`config.mk`:
```
export PLATFORM = sky130hd
export DESIGN_NAME = vernier_tdc_ctrl
export DESIGN_NICKNAME = d
export VERILOG_FILES = /design/src/rtl/vtdc_pkg.sv /design/src/rtl/vtdc_coarse_ctr.sv /design/src/rtl/vtdc_slip_ctrl.sv /design/src/rtl/vtdc_result.sv /design/src/rtl/vtdc_overrun.sv /design/src/rtl/vernier_tdc_ctrl.sv
export SDC_FILE = /design/constraint.sdc
export NUM_CORES = 1
export LEC_CHECK = 0
export ABC_AREA = 1
export CORE_AREA = 2 2 95 79
export CTS_CLUSTER_SIZE = 30
export DETAILED_ROUTE_END_ITERATION = 7
export DIE_AREA = 0 0 97 81
export DONT_BUFFER_PORTS = 1
export PLACE_DENSITY = 0.73
export SLEW_MARGIN = 15
export SYNTH_ARGS = -nofsm -noshare
export SYNTH_HDL_FRONTEND = slang
export SYNTH_SLANG_ARGS = --single-unit
```
`constraint.sdc`:
```
create_clock -name clk -period 3.93 [get_ports clk]
set_input_delay 1.179 -clock clk [delete_from_list [all_inputs] [get_ports clk]]
set_output_delay 1.179 -clock clk [all_outputs]
set_load 0.01 [all_outputs]
```
`src/rtl/vtdc_pkg.sv`:
```
package vtdc_pkg;

  typedef enum logic [0:0] {
    ST_IDLE = 1'b0,
    ST_MEAS = 1'b1
  } vtdc_state_e;

endpackage

```
`src/rtl/vtdc_coarse_ctr.sv`:
```
module vtdc_coarse_ctr #(
  parameter int CNT_W = 16
) (
  input  logic             clk,
  input  logic             rst,
  output logic [CNT_W-1:0] count_o
);

  always_ff @(posedge clk) begin
    if (rst) count_o <= '0;
    else     count_o <= count_o + 1'b1;
  end

endmodule

```
`src/rtl/vtdc_slip_ctrl.sv`:
```
module vtdc_slip_ctrl
  import vtdc_pkg::*;
#(
  parameter int MAX_SLIP = 50,
  parameter int SLIP_W   = 6
) (
  input  logic              clk,
  input  logic              rst,
  input  logic              event_i,
  input  logic              coin_i,
  output logic              osc_en_o,
  output logic              busy_o,
  output logic              start_o,
  output logic              done_o,
  output logic              timeout_o,
  output logic [SLIP_W-1:0] slip_o
);

  localparam logic [SLIP_W-1:0] SLIP_LAST = SLIP_W'(MAX_SLIP);

  vtdc_state_e state_q;
  logic [SLIP_W-1:0] slip_q;
  logic osc_q;
  logic at_last;

  assign at_last   = (slip_q == SLIP_LAST);
  assign busy_o    = (state_q == ST_MEAS);
  assign start_o   = (state_q == ST_IDLE) && event_i;
  assign done_o    = busy_o && coin_i;
  assign timeout_o = busy_o && !coin_i && at_last;
  assign slip_o    = slip_q;
  assign osc_en_o  = osc_q;

  always_ff @(posedge clk) begin
    if (rst) begin
      state_q <= ST_IDLE;
      slip_q  <= '0;
      osc_q   <= 1'b0;
    end else begin
      case (state_q)
        ST_IDLE: begin
          if (event_i) begin
            state_q <= ST_MEAS;
            slip_q  <= SLIP_W'(1);
            osc_q   <= 1'b1;
          end
        end
        ST_MEAS: begin
          if (coin_i || at_last) begin
            state_q <= ST_IDLE;
            slip_q  <= '0;
            osc_q   <= 1'b0;
          end else begin
            slip_q  <= slip_q + 1'b1;
          end
        end
        default: begin
          state_q <= ST_IDLE;
          slip_q  <= '0;
          osc_q   <= 1'b0;
        end
      endcase
    end
  end

endmodule

```
`src/rtl/vtdc_result.sv`:
```
module vtdc_result #(
  parameter int CNT_W    = 16,
  parameter int SLIP_W   = 6,
  parameter int FRAC_W   = 13,
  parameter int DELTA_PS = 100
) (
  input  logic              clk,
  input  logic              rst,
  input  logic              start_i,
  input  logic              done_i,
  input  logic              timeout_i,
  input  logic [CNT_W-1:0]  coarse_i,
  input  logic [SLIP_W-1:0] slip_i,
  output logic              valid_o,
  output logic [CNT_W-1:0]  int_o,
  output logic [FRAC_W-1:0] frac_o,
  output logic              err_o
);

  localparam int PROD_W = SLIP_W + 32;

  logic [CNT_W-1:0]  cap_q;
  logic [PROD_W-1:0] prod;
  logic [FRAC_W-1:0] frac_calc;

  assign prod      = PROD_W'(slip_i) * PROD_W'(DELTA_PS);
  assign frac_calc = prod[FRAC_W-1:0];

  always_ff @(posedge clk) begin
    if (rst) begin
      cap_q   <= '0;
      valid_o <= 1'b0;
      int_o   <= '0;
      frac_o  <= '0;
      err_o   <= 1'b0;
    end else begin
      valid_o <= done_i;
      if (start_i) begin
        cap_q <= coarse_i;
        err_o <= 1'b0;
      end
      if (done_i) begin
        int_o  <= cap_q;
        frac_o <= frac_calc;
      end
      if (timeout_i) err_o <= 1'b1;
    end
  end

endmodule

```
`src/rtl/vtdc_overrun.sv`:
```
module vtdc_overrun #(
  parameter int OVR_W = 4
) (
  input  logic             clk,
  input  logic             rst,
  input  logic             event_i,
  input  logic             busy_i,
  output logic             flag_o,
  output logic [OVR_W-1:0] count_o
);

  localparam logic [OVR_W-1:0] CNT_MAX = '1;

  logic dropped;
  assign dropped = event_i && busy_i;

  always_ff @(posedge clk) begin
    if (rst) begin
      flag_o  <= 1'b0;
      count_o <= '0;
    end else if (dropped) begin
      flag_o <= 1'b1;
      if (count_o != CNT_MAX) count_o <= count_o + 1'b1;
    end
  end

endmodule

```
`src/rtl/vernier_tdc_ctrl.sv`:
```
module vernier_tdc_ctrl #(
  parameter int CNT_W         = 16,
  parameter int REF_PERIOD_PS = 5000,
  parameter int DELTA_PS      = 100,
  parameter int OVR_W         = 4,
  localparam int MAX_SLIP     = REF_PERIOD_PS / DELTA_PS,
  localparam int SLIP_W       = $clog2(MAX_SLIP + 1),
  localparam int FRAC_W       = $clog2(REF_PERIOD_PS + 1)
) (
  input  logic              clk,
  input  logic              rst,
  input  logic              event_i,
  input  logic              coin_i,
  output logic              osc_en_o,
  output logic              res_valid_o,
  output logic [CNT_W-1:0]  res_int_o,
  output logic [FRAC_W-1:0] res_frac_o,
  output logic              err_o,
  output logic              overrun_o,
  output logic [OVR_W-1:0]  overrun_cnt_o
);

  logic [CNT_W-1:0]  coarse;
  logic [SLIP_W-1:0] slip;
  logic busy, start, done, timeout;

  vtdc_coarse_ctr #(.CNT_W(CNT_W)) coarse_i (
    .clk(clk), .rst(rst), .count_o(coarse)
  );

  vtdc_slip_ctrl #(.MAX_SLIP(MAX_SLIP), .SLIP_W(SLIP_W)) ctrl_i (
    .clk(clk), .rst(rst), .event_i(event_i), .coin_i(coin_i),
    .osc_en_o(osc_en_o), .busy_o(busy), .start_o(start),
    .done_o(done), .timeout_o(timeout), .slip_o(slip)
  );

  vtdc_result #(
    .CNT_W(CNT_W), .SLIP_W(SLIP_W), .FRAC_W(FRAC_W), .DELTA_PS(DELTA_PS)
  ) result_i (
    .clk(clk), .rst(rst), .start_i(start), .done_i(done),
    .timeout_i(timeout), .coarse_i(coarse), .slip_i(slip),
    .valid_o(res_valid_o), .int_o(res_int_o), .frac_o(res_frac_o),
    .err_o(err_o)
  );

  vtdc_overrun #(.OVR_W(OVR_W)) ovr_i (
    .clk(clk), .rst(rst), .event_i(event_i), .busy_i(busy),
    .flag_o(overrun_o), .count_o(overrun_cnt_o)
  );

endmodule

```
=== Word level (Yosys, flattened, before mapping) ===
Cells that the tools add are included.

* Logic and storage cells: 41
* Bits in registers: 74
* Input bits: 4
* Output and inout bits: 37

* $add $sub $neg: 3
* Multiply operators: 1
* Bitwise logic cells: 1
* Reduce and logical (&&, ||, !) cells: 10
* Equal/unequal tests: 4
* Multiplexer cells: 11

{| class="wikitable"
|+ Operators by type and width
! operator !! number
|-
| $add 16x1->16 const B || 1
|-
| $mux 6 || 2
|-
| $pmux 6 s2 || 1
|-
| $mul 6x5->11 const B || 1
|-
| $add 6x1->6 const B || 1
|-
| $eq 6x6->1 const B || 1
|-
| $mux 1 || 6
|-
| $logic_and 1x1->1 || 5
|-
| $add 4x1->4 const B || 1
|-
| $ne 2x2->1 const B || 2
|-
| $ne 4x4->1 const B || 1
|-
| $pmux 1 s2 || 2
|-
| $reduce_and 2->1 || 2
|-
| $reduce_bool 2->1 || 1
|-
| $logic_not 1->1 || 1
|-
| $logic_or 1x1->1 || 1
|-
| $not 1->1 || 1
|}

=== Depth between registers and ports, before layout ===
Gate-level depths: netlist (run 1).

* Depth after elaboration: 4
* Mapped depth: 13
* Gate-level depth less buffers: 13

=== Cells and area by module ===
A second synthesis (run 1) with hierarchy kept.

* Cells, all modules: 474
* Area, all modules: 3497.1 sq um

{| class="wikitable"
|+ By module, submodules not included
! module !! cells an instance !! area each (sq um) !! instances !! sequential area each (sq um)
|-
| vtdc_result || 267 || 2065.7 || 1 || 900.9
|-
| vtdc_coarse_ctr || 113 || 770.7 || 1 || 320.3
|-
| vtdc_slip_ctrl || 59 || 420.4 || 1 || 160.2
|-
| vtdc_overrun || 35 || 240.2 || 1 || 100.1
|}

=== Least setup slack after synthesis (run 1) ===
No wires, ideal clock.

* Path type: register -> register
* Start point: register ctrl_i.slip_q[2], in the netlist ctrl_i.slip_o[2]
* End point: register result_i.frac_o[11]
* Library setup time: 0.113 ns
* Period minus slack after synthesis: 2.327 ns
* Arrival time: 2.214 ns
* Required time: 3.817 ns
* Setup slack: 1.603 ns
* Buffers on the path: 0
* Cell stages (with the launch flop): 11
* Cells stage by stage: dfxtp_1 > inv_1 > ha_1 > ha_1 > ha_1 > ha_1 > or2_2 > nand3_1 > nand3_1 > nand3_1 > nand2_1

* Cells in the longest elaborated chain, start to end: 1

{| class="wikitable"
|+ Ends and longest elaborated chain
! element !! line !! RTL
|-
| from (decl) || vtdc_slip_ctrl.sv:22 || <nowiki>logic [SLIP_W-1:0] slip_q;</nowiki>
|-
| from (signal assigned) || vtdc_slip_ctrl.sv:54 || <nowiki>slip_q <= slip_q + 1'b1;</nowiki>
|-
| $mul 6x5->11 || vtdc_result.sv:26 || <nowiki>assign prod = PROD_W'(slip_i) * PROD_W'(DELTA_PS);</nowiki>
|-
| to (signal assigned) || vtdc_result.sv:44 || <nowiki>frac_o <= frac_calc;</nowiki>
|-
| to (decl) || vtdc_result.sv:16 || <nowiki>output logic [FRAC_W-1:0] frac_o,</nowiki>
|}

No other way between the ends.
A chain may end at the register's enable or synchronous reset.

=== Final worst setup path (run 1) ===
* Start point: register ctrl_i.slip_q[1], in the netlist ctrl_i.slip_o[1]
* End point: register result_i.frac_o[10]

Same word-level chain as after synthesis.

==> impl_metrics.csv, run 1 <==
group,metric,value,unit
grt,grt_pass1_vias,2463,
cells_and_area,diodes,0,
grt,grt_pass1_wl,11.2,mm
cells_and_area,layout.nets,457,
synthesis,yosysUniqueCellTypes,30,
pwr,internal_power,0.00111,W
clocking,clockBufferDepth,2,
timing,drv_slew,0,
critical_path,end_kind,"flip-flop",
pwr,switchingPower,0.000365,W
synthesis,yosys_warnings,0,
critical_path,worstReg2RegEnd,"result_i.frac_o[10]",
critical_path,required,4.19,ns
synthesis,synth_most_common_cell,"nand2_1",
placed_design,place_congestion,0.899,
pwr,p_leak,1.61,nW
floorplan,chipWidth,97,um
synthesis,synth_cells,423,
critical_path,r2r_cells,9,
clocking,cts_tree,"yes",
critical_path,cp.arrival,2.74,ns
synthesis,async_flop_share,0,%
synthesis,synth_top_cell_by_area,"dfxtp_1",
synthesis,syn_area_per_cell,8.00,um^2
timing,tightest_slew,0.542,ns
floorplan,die_h,81,um
timing,slew_headroom,63.7,%
grt,grt_max_degree,35,
grt,antenna_found_initial,0,
hold_path,worst_hold_path.num_cells,2,
detailed_routing,vias,2607,
pwr,p_seq_share,53.5,%
clocking,clock_latency,0.36,ns
floorplan,initial_core_util,48.0,%
critical_path,r2r_start,"ctrl_i.slip_o[1]",
hold_path,hold_path_class,"reg2reg",
timing,setup-violations-final,0,
run_status,run_status,"finished, final reports clean",
cells_and_area,fillers,640,
synthesis,synthTopCellsByCount,"84 x nand2_1, 74 x dfxtp_1, 54 x inv_1",
critical_path,crit_type,"reg2reg",
synthesis,synth.mux.area_fraction,0,%
cells_and_area,syn2layout_area_growth,7.29,%
pwr,p_per_area,406,nW/um^2
synthesis,synth-seq-area-share,43.8,%
timing,holdWs,0.457,ns
critical_path,worstSetupStartpointType,"flip-flop",
synthesis,synth_edf_count,0,
hold_path,hold_path_end,"result_i.cap_q[7]",
timing,finClkSkew,0.0130,ns
clocking,cts_made_buffers,9,
critical_path,max_stage_delay,0.47,ns
placed_design,hpwlAfterDp,4.67,mm
clocking,cts-resized-gates,0,
synthesis,netlist_top_cells_area,"dfxtp_1 44%, ha_1 11%, nand2_1 9.3%, inv_1 6.0%, a21oi_1 5.6%",
timing,clock.fmax,0.403,GHz
synthesis,synth-main-ff-cell,"dfxtp_1",
detailed_routing,drtIter0Drc,148,
timing,rsz0062_at_grt,"false",
placed_design,portBuffers,0,
timing,hold_viol_final,0,
clocking,cts-htree-levels,3,
timing,fin_crit_sh,63.2,%
detailed_routing,antenna_left,0,
pwr,combPwrFrac,4.7,%
critical_path,crit_chain,"ha_1 > ha_1 > ha_1 > inv_1 > fa_1 > o21ai_0 > nand2_1 > nand2_1 > o21ai_1",
synthesis,synth_seq_cells,74,
synthesis,synth-xor-area-share,2.07,%
clocking,cts_hold_buffers,0,
pwr,peakVddDrop,0.201,mV
critical_path,rrSetupSlack,1.45,ns
synthesis,synth_top_area_share,43.8,%
floorplan,ios,41,
synthesis,synth_top_family_by_area,"simple AND/OR/NAND/NOR gates",
pwr,switching_share,24.8,%
critical_path,cp_slowest_cell,"fa_1",
cells_and_area,seqCellArea,1480,um^2
synthesis,synth_simple_gate_area_share,18.9,%
timing,setup_tns,0,ns
clocking,clkTransAtPathRegs,0.08,ns
critical_path,cp_common_cell,"ha_1",
clocking,post_cts_buffers,0,
floorplan,die_area,7860,um^2
critical_path,crit_fanout,6,
synthesis,synthAdderAreaFrac,11.3,%
detailed_routing,dr.pass1.iters,4,
detailed_routing,route.detailed.drc,0,
floorplan,rows,28,
cells_and_area,drive_gt1_share,8.64,%
detailed_routing,finalWirelength,6.53,mm
synthesis,syn_area,3380,um^2
clocking,root_buffer,"clkbuf_8",
cells_and_area,multi_input_area,1600,um^2
floorplan,coreArea,7040,um^2
flow_run,maxCapViolations,0,
clocking,cts_sinks,74,
detailed_routing,avgViaCountPerCell,5.03,
hold_path,worstHoldStart,"result_i.cap_q[7]",
detailed_routing,wl_per_cell,12.6,um
timing,period_needed,2.48,ns
synthesis,synth_compound_area_share,14.9,%
grt,grt_overflow,0,
pwr,clkPwrFrac,41.8,%
grt,track_usage,17.9,%
## power by group through the flow
stage | logic, W | clock network (W) | registers [W]
after global placement | 0.0000659 | 0 | 0.000804
after floorplan | 0.0000625 | 0 | 0.000801
after detailed placement | 0.0000692 | 0 | 0.000805
final | 0.0000690 | 0.000616 | 0.000787
after CTS | 0.0000695 | 0.000633 | 0.000787
after global routing | 0.0000804 | 0.000662 | 0.000790
## registers in the layout, summed over array words and instances (netlist names)
register,flops
coarse_i.count_o,16
ctrl_i.busy_o,1
ctrl_i.osc_en_o,1
ctrl_i.slip_o,6
ovr_i.count_o,4
ovr_i.flag_o,1
result_i.cap_q,16
result_i.err_o,1
result_i.frac_o,11
result_i.int_o,16
result_i.valid_o,1
## cells in the final DEF (no fill, tap or decap), types with 2 or more instances in the layout
cell type,instances
nor3_1,4
conb_1,2
nand3_1,17
o21ai_2,10
a21oi_1,38
clkinv_4,2
nand2_2,3
a22o_1,4
nand3b_1,2
o21ai_1,10
nand2_1,84
xnor2_1,2
dfxtp_1,74
ha_1,29
xor2_1,6
inv_6,2
inv_2,3
inv_1,54
o21ai_0,27
nor2_1,34
clkbuf_8,10
nand4_1,2
## per-stage QoR
stage | cell area [um^2] | std cells | setup WS, ns | total power, W | utilization, %
after floorplan | 3390 | 424 | 1.60 | 0.000864 | -
after global placement | 3420 | 502 | 1.51 | 0.000870 | 48.5
after detailed placement | 3420 | 502 | 1.47 | 0.000874 | 48.5
after CTS | 3630 | 518 | 1.44 | 0.00149 | 51.5
after global routing | 3630 | 518 | 1.25 | 0.00153 | 51.5
final | 3630 | 518 | 1.45 | 0.00147 | 51.5
## worst max-delay path: cells and delay by family, from the launching register on
family	cells	cell delay, ns
adder cells (fa/ha/maj)	4	1.36
flip-flops	1	0.46
buffers and inverters	1	0.07
AO/OA/AOI/OAI	2	0.35
AND/OR/NAND/NOR	2	0.14
## cell families (layout without fill, tap and decap cells)
logic type / after synthesis / count (layout)
AO/OA/AOI/OAI: 90 / 90
buffers and inverters: 70 / 74
adder cells (fa/ha/maj): 30 / 30
flip-flops: 74 / 74
XOR/XNOR: 8 / 8
other: 1 / 2
AND/OR/NAND/NOR: 150 / 150
## final cells by class
class                           count  share of cell area (%)
Multi-Input combinational cell    280                    44.2
Clock inverter                      6                    2.00
Inverter                           58                    6.07
Clock buffer                       10                    3.79
Sequential cell                    74                    40.8
Tap cell                           90                    3.10
## routing by layer
layer,part of all wire [%],GRT usage [%],vias up
met5,0,0,-
met1,50,22.9,1191
met3,6.5,7.92,12
met4,1.5,6.34,0
li1,-,-,1358
met2,42,27.1,46
## worst max-delay path by stage
stage / from / depth (start not counted) / end
floorplan: ctrl_i.slip_o[2] / 10 / result_i.frac_o[11]
finish: ctrl_i.slip_o[1] / 9 / result_i.frac_o[10]
global route: ctrl_i.slip_o[1] / 9 / result_i.frac_o[10]
detailed placement: ctrl_i.slip_o[2] / 10 / result_i.frac_o[11]
global placement: ctrl_i.slip_o[2] / 10 / result_i.frac_o[11]
CTS: ctrl_i.slip_o[2] / 10 / result_i.frac_o[11]
No activity file was read; power rests on OpenSTA's default activity.
==> run 2, diff against run 1 <==
==> constraint.sdc (replaced) <==
create_clock -name clk -period 2.4 [get_ports clk]
set_input_delay 0.72 -clock clk [delete_from_list [all_inputs] [get_ports clk]]
set_output_delay 0.72 -clock clk [all_outputs]
set_load 0.01 [all_outputs]
==> run 2 against run 1 <==
Against the previous run: die area stayed put; sequential cell count stayed put; worst setup slack worse by 1.3 ns; critical path depth is 2 higher; power is 64% higher; sequential power is 64% higher; largest power group unchanged; routed wire length hardly changed; first-iteration DRC count is 14% higher; sequential share of layout area is 1.0 points lower; maximum frequency is 8.3% higher; highest routed layer unchanged.
==> impl_metrics.csv, run 2 (synthesis results as in run 1) <==
group,metric,value,unit
run_status,run_status,"finished, final reports clean",
clocking,cts_made_buffers,9,
timing,tightest_slew,0.511,ns
floorplan,coreArea,7040,um^2
timing,slew_headroom,65.8,%
pwr,switching_share,25.6,%
clocking,clkTransAtPathRegs,0.09,ns
critical_path,crit_fanout,4,
placed_design,portBuffers,0,
grt,grt_pass1_wl,10.7,mm
floorplan,die_h,81,um
floorplan,initial_core_util,48.0,%
detailed_routing,route.detailed.drc,0,
clocking,clockBufferDepth,2,
timing,clock.fmax,0.436,GHz
timing,holdWs,0.432,ns
clocking,cts_tree,"yes",
clocking,root_buffer,"clkbuf_8",
critical_path,crit_type,"reg2reg",
pwr,peakVddDrop,0.338,mV
timing,fin_crit_sh,95.5,%
pwr,internal_power,0.00180,W
flow_run,maxCapViolations,0,
cells_and_area,diodes,0,
grt,antenna_found_initial,0,
timing,finClkSkew,0.00648,ns
timing,setup-violations-final,0,
grt,grt_max_degree,35,
timing,drv_slew,0,
detailed_routing,antenna_left,0,
detailed_routing,dr.pass1.iters,4,
grt,grt_overflow,0,
timing,period_needed,2.29,ns
grt,track_usage,17.1,%
placed_design,hpwlAfterDp,4.71,mm
pwr,combPwrFrac,4.6,%
cells_and_area,multi_input_area,1650,um^2
cells_and_area,syn2layout_area_growth,10.5,%
clocking,post_cts_buffers,0,
timing,rsz0062_at_grt,"true",
placed_design,place_congestion,0.836,
detailed_routing,vias,2587,
cells_and_area,fillers,663,
floorplan,rows,28,
detailed_routing,finalWirelength,6.53,mm
cells_and_area,layout.nets,465,
pwr,switchingPower,0.000618,W
detailed_routing,avgViaCountPerCell,4.92,
critical_path,required,2.65,ns
cells_and_area,seqCellArea,1490,um^2
pwr,p_per_area,646,nW/um^2
floorplan,ios,41,
floorplan,chipWidth,97,um
pwr,p_seq_share,53.3,%
floorplan,die_area,7860,um^2
critical_path,worstSetupStartpointType,"flip-flop",
detailed_routing,drtIter0Drc,168,
clocking,cts-htree-levels,3,
cells_and_area,final_core_util,53.1,%
critical_path,end_kind,"flip-flop",
hold_path,hold_path_class,"in2reg",
timing,hold_viol_final,0,
pwr,p_leak,1.65,nW
clocking,clock_latency,0.34,ns
clocking,cts_sinks,74,
cells_and_area,mostFrequentLayoutCell,"nand2_1",
cells_and_area,drive_gt1_share,11.9,%
pwr,clkPwrFrac,42.1,%
cells_and_area,top_regs,"coarse_i.count_o (16), result_i.cap_q (16), result_i.int_o (16)",
cells_and_area,final_cell_mix,"84 x nand2_1, 71 x dfxtp_1, 54 x inv_1",
critical_path,cp.arrival,2.54,ns
grt,grt_pass1_vias,2348,
detailed_routing,wl_per_cell,12.4,um
-- run 2: changes by cell type in the layout (fill, tap and decap cells not counted), sizes merged --
cell	delta
buf	+8
clkbuf	-1
inv	+1
-- run 2: cell type report --
class | count | share of cell area [%]
Multi-Input combinational cell | 280 | 44.1
Sequential cell | 74 | 39.8
Inverter | 58 | 5.89
Clock buffer | 9 | 3.31
Tap cell | 90 | 3.01
Clock inverter | 7 | 2.31
Timing Repair Buffer | 8 | 1.61
-- run 2: critical path, stage by stage (launching register included) --
cell     delay (ns)
dfxtp_1        0.35
ha_1           0.31
ha_1           0.30
ha_1           0.32
inv_1          0.07
fa_1           0.47
inv_1          0.08
nand2_1        0.07
nand3_1        0.07
nand2_1        0.05
nand3_1        0.06
nand2_1        0.05
-- run 2: power by group through the flow --
| stage | sequential [W] | clock (W) | combinational [W] |
|---|---|---|---|
| after floorplan | 0.00131 | 0 | 0.000102 |
| after global placement | 0.00132 | 0 | 0.000109 |
| after detailed placement | 0.00132 | 0 | 0.000113 |
| after CTS | 0.00129 | 0.00104 | 0.000114 |
| after global routing | 0.00129 | 0.00109 | 0.000131 |
| final | 0.00129 | 0.00102 | 0.000112 |
-- run 2: metal layers --
| metal | GRT usage [%] | up-vias | routed length [um] |
|---|---|---|---|
| met4 | 5.49 | 0 | 38 |
| met2 | 26.2 | 54 | 2800 |
| li1 | - | 1377 | - |
| met1 | 22.2 | 1152 | 3200 |
| met5 | 0 | - | 0 |
| met3 | 6.97 | 4 | 486 |
-- run 2: final timing paths --
| kind | start | end | slack (ns) | cells after the start |
|---|---|---|---|---|
| worst min register to register | result_i.cap_q[15] | result_i.cap_q[15] | 0.46 | 2 |
| worst min-delay path | rst | ctrl_i.slip_o[4] | 0.43 | 1 |
| worst max-delay path | ctrl_i.slip_o[1] | result_i.frac_o[12] | 0.11 | 11 |
| worst max register to register | ctrl_i.slip_o[1] | result_i.frac_o[12] | 0.11 | 11 |
-- run 2: per-stage QoR --
stage / worst slack, ns / total power [W] / std cells / setup TNS (ns) / area, um^2
floorplan: 0.0727 / 0.00141 / 424 / 0 / 3390
global placement: 0.100 / 0.00143 / 510 / 0 / 3480
detailed placement: 0.0772 / 0.00143 / 510 / 0 / 3480
CTS: 0.0446 / 0.00245 / 526 / 0 / 3690
global route: -0.00699 / 0.00251 / 526 / -0.0135 / 3740
finish: 0.108 / 0.00241 / 526 / 0 / 3740
-- run 2: what timing repair did --
item                                    in CTS  in global routing
gates resized for setup                      0                 10
endpoints found under the setup margin       0                  3
hold buffers                                 0                  0
==> run 3, diff against run 2 <==
--- a/config.mk
+++ b/config.mk
@@ -6,12 +6,14 @@
 export NUM_CORES = 1
 export LEC_CHECK = 0
 export ABC_AREA = 1
-export CORE_AREA = 2 2 95 79
+export CELL_PAD_IN_SITES_DETAIL_PLACEMENT = 0
+export CELL_PAD_IN_SITES_GLOBAL_PLACEMENT = 1
+export CORE_AREA = 2 2 99 82
 export CTS_CLUSTER_SIZE = 30
 export DETAILED_ROUTE_END_ITERATION = 7
-export DIE_AREA = 0 0 97 81
+export DIE_AREA = 0 0 101 84
 export DONT_BUFFER_PORTS = 1
-export PLACE_DENSITY = 0.73
+export PLACE_DENSITY = 0.86
 export SLEW_MARGIN = 15
 export SYNTH_ARGS = -nofsm -noshare
 export SYNTH_HDL_FRONTEND = slang
==> run 3 against run 2 <==
Against the previous run: design area grew 1.1%; sequential power is essentially flat; core utilization shrank 3.5 points; hold slack is essentially flat; first-iteration DRC count shrank 39%; critical path depth shrank 1; worst setup slack gained 0.0074 ns; clock power grew 14%; combinational power is essentially flat; register-to-register slack is essentially flat; clock skew grew 0.0048 ns.
==> impl_metrics.csv, run 3 (synthesis results as in run 1) <==
group,metric,value,unit
grt,grt_pass1_wl,11.2,mm
clocking,cts_made_buffers,9,
placed_design,hpwlAfterDp,4.71,mm
timing,setup_tns,0,ns
clocking,cts_tree,"yes",
detailed_routing,antenna_left,0,
clocking,clkTransAtPathRegs,0.08,ns
critical_path,cp.arrival,2.53,ns
clocking,cts-htree-levels,3,
floorplan,die_h,84,um
clocking,clockBufferDepth,2,
timing,fin_crit_sh,95.2,%
critical_path,crit_fanout,3,
hold_path,worst_hold_path.num_cells,1,
timing,holdWs,0.432,ns
critical_path,end_kind,"flip-flop",
cells_and_area,final_core_util,49.6,%
floorplan,coreArea,7620,um^2
cells_and_area,diodes,0,
detailed_routing,drtIter0Drc,103,
critical_path,required,2.65,ns
flow_run,maxCapViolations,0,
detailed_routing,avgViaCountPerCell,4.94,
floorplan,initial_core_util,44.4,%
cells_and_area,final_cell_mix,"84 x nand2_1, 70 x dfxtp_1, 54 x inv_1",
timing,slew_headroom,63.6,%
detailed_routing,dr.pass1.iters,4,
timing,period_needed,2.28,ns
critical_path,crit_type,"reg2reg",
floorplan,die_area,8480,um^2
critical_path,worstSetupStartpointType,"flip-flop",
cells_and_area,top_regs,"coarse_i.count_o (16), result_i.cap_q (16), result_i.int_o (16)",
cells_and_area,drive_gt1_share,12.0,%
floorplan,ios,41,
critical_path,crit_chain,"inv_1 > ha_1 > ha_1 > ha_1 > ha_4 > or2_2 > nand3_1 > nand3_1 > nand3_1 > nand2_1",
clocking,clock_latency,0.35,ns
placed_design,portBuffers,0,
clocking,cts_sinks,74,
detailed_routing,route.detailed.drc,0,
cells_and_area,layout.nets,463,
grt,grt_max_degree,35,
timing,drv_slew,0,
timing,setup-violations-final,0,
floorplan,rows,29,
critical_path,r2r_start,"ctrl_i.slip_o[2]",
floorplan,chipWidth,101,um
critical_path,max_stage_delay,0.35,ns
pwr,p_leak,1.65,nW
grt,grt_pass1_vias,2351,
hold_path,worstHoldStart,"rst",
critical_path,worstReg2RegEnd,"result_i.frac_o[11]",
clocking,cts_hold_buffers,0,
detailed_routing,vias,2605,
detailed_routing,finalWirelength,6.51,mm
placed_design,place_congestion,0.858,
hold_path,hold_path_end,"ctrl_i.slip_o[2]",
critical_path,r2r_cells,10,
timing,finClkSkew,0.0113,ns
pwr,total_power,0.00256,W
cells_and_area,syn2layout_area_growth,11.7,%
critical_path,cp_slowest_cell,"dfxtp_2",
pwr,peakVddDrop,0.302,mV
cells_and_area,mostFrequentLayoutCell,"nand2_1",
grt,grt_overflow,0,
timing,hold_viol_final,0,
hold_path,hold_path_class,"in2reg",
timing,clock.fmax,0.438,GHz
timing,tightest_slew,0.543,ns
pwr,p_per_area,678,nW/um^2
grt,antenna_found_initial,0,
timing,rsz0062_at_grt,"false",
grt,track_usage,16.8,%
run_status,run_status,"finished, final reports clean",
critical_path,rrSetupSlack,0.12,ns
clocking,root_buffer,"clkbuf_8",
detailed_routing,wl_per_cell,12.4,um
-- run 3: through the flow --
| step | std cells | worst slack (ns) | instance area, um^2 |
|---|---|---|---|
| 2_1_floorplan | 424 | 0.0727 | 3390 |
| 3_3_place_gp | 511 | 0.0464 | 3470 |
| 3_5_place_dp | 511 | 0.0225 | 3470 |
| 4_1_cts | 527 | 0.00983 | 3710 |
| 5_1_grt | 527 | 0.00751 | 3780 |
| 6_report | 527 | 0.115 | 3780 |
-- run 3: worst max path at each step --
stage,from,end,depth (start not counted)
4_1_cts,ctrl_i.slip_o[0],result_i.frac_o[10],11
3_3_place_gp,ctrl_i.slip_o[0],result_i.frac_o[10],11
3_5_place_dp,ctrl_i.slip_o[0],result_i.frac_o[10],11
6_report,ctrl_i.slip_o[2],result_i.frac_o[11],10
5_1_grt,ctrl_i.slip_o[2],result_i.frac_o[11],10
2_1_floorplan,ctrl_i.slip_o[2],result_i.frac_o[11],10
-- run 3: critical path, delay by kind of cell, from the launching register on --
family	cells	cell delay (ns)
flops	1	0.35
simple gates	5	0.60
buf+inv	1	0.06
fa+ha+maj	4	1.18
-- run 3: area by class of cell --
class | count | area [um^2]
Sequential cell | 74 | 1490
Tap cell | 93 | 116
Timing Repair Buffer | 6 | 45.0
Clock buffer | 10 | 128
Multi-Input combinational cell | 280 | 1670
Clock inverter | 6 | 113
Inverter | 58 | 220
Fill cell | 754 | 3840
-- run 3: timing repair --
action                                  in CTS  in global routing
buffers inserted                             0                  0
endpoints found under the setup margin       0                  3
gates resized for setup                      0                 11
-- run 3: where the power goes --
part / total (W) / switching, W / internal [W] / leakage (nW)
Sequential: 0.00129 / 0.0000261 / 0.00126 / 0.603
Clock: 0.00116 / 0.000461 / 0.000696 / 0.121
Combinational: 0.000113 / 0.0000797 / 0.0000329 / 0.925
-- run 3: metal layers --
metal / up-vias / track usage, % / wire length [um]
met2: 50 / 23.4 / 2530
met3: 9 / 6.95 / 419
li1: 1379 / - / -
met1: 1167 / 23.1 / 3490
met4: 0 / 5.90 / 75
met5: - / 0 / 0
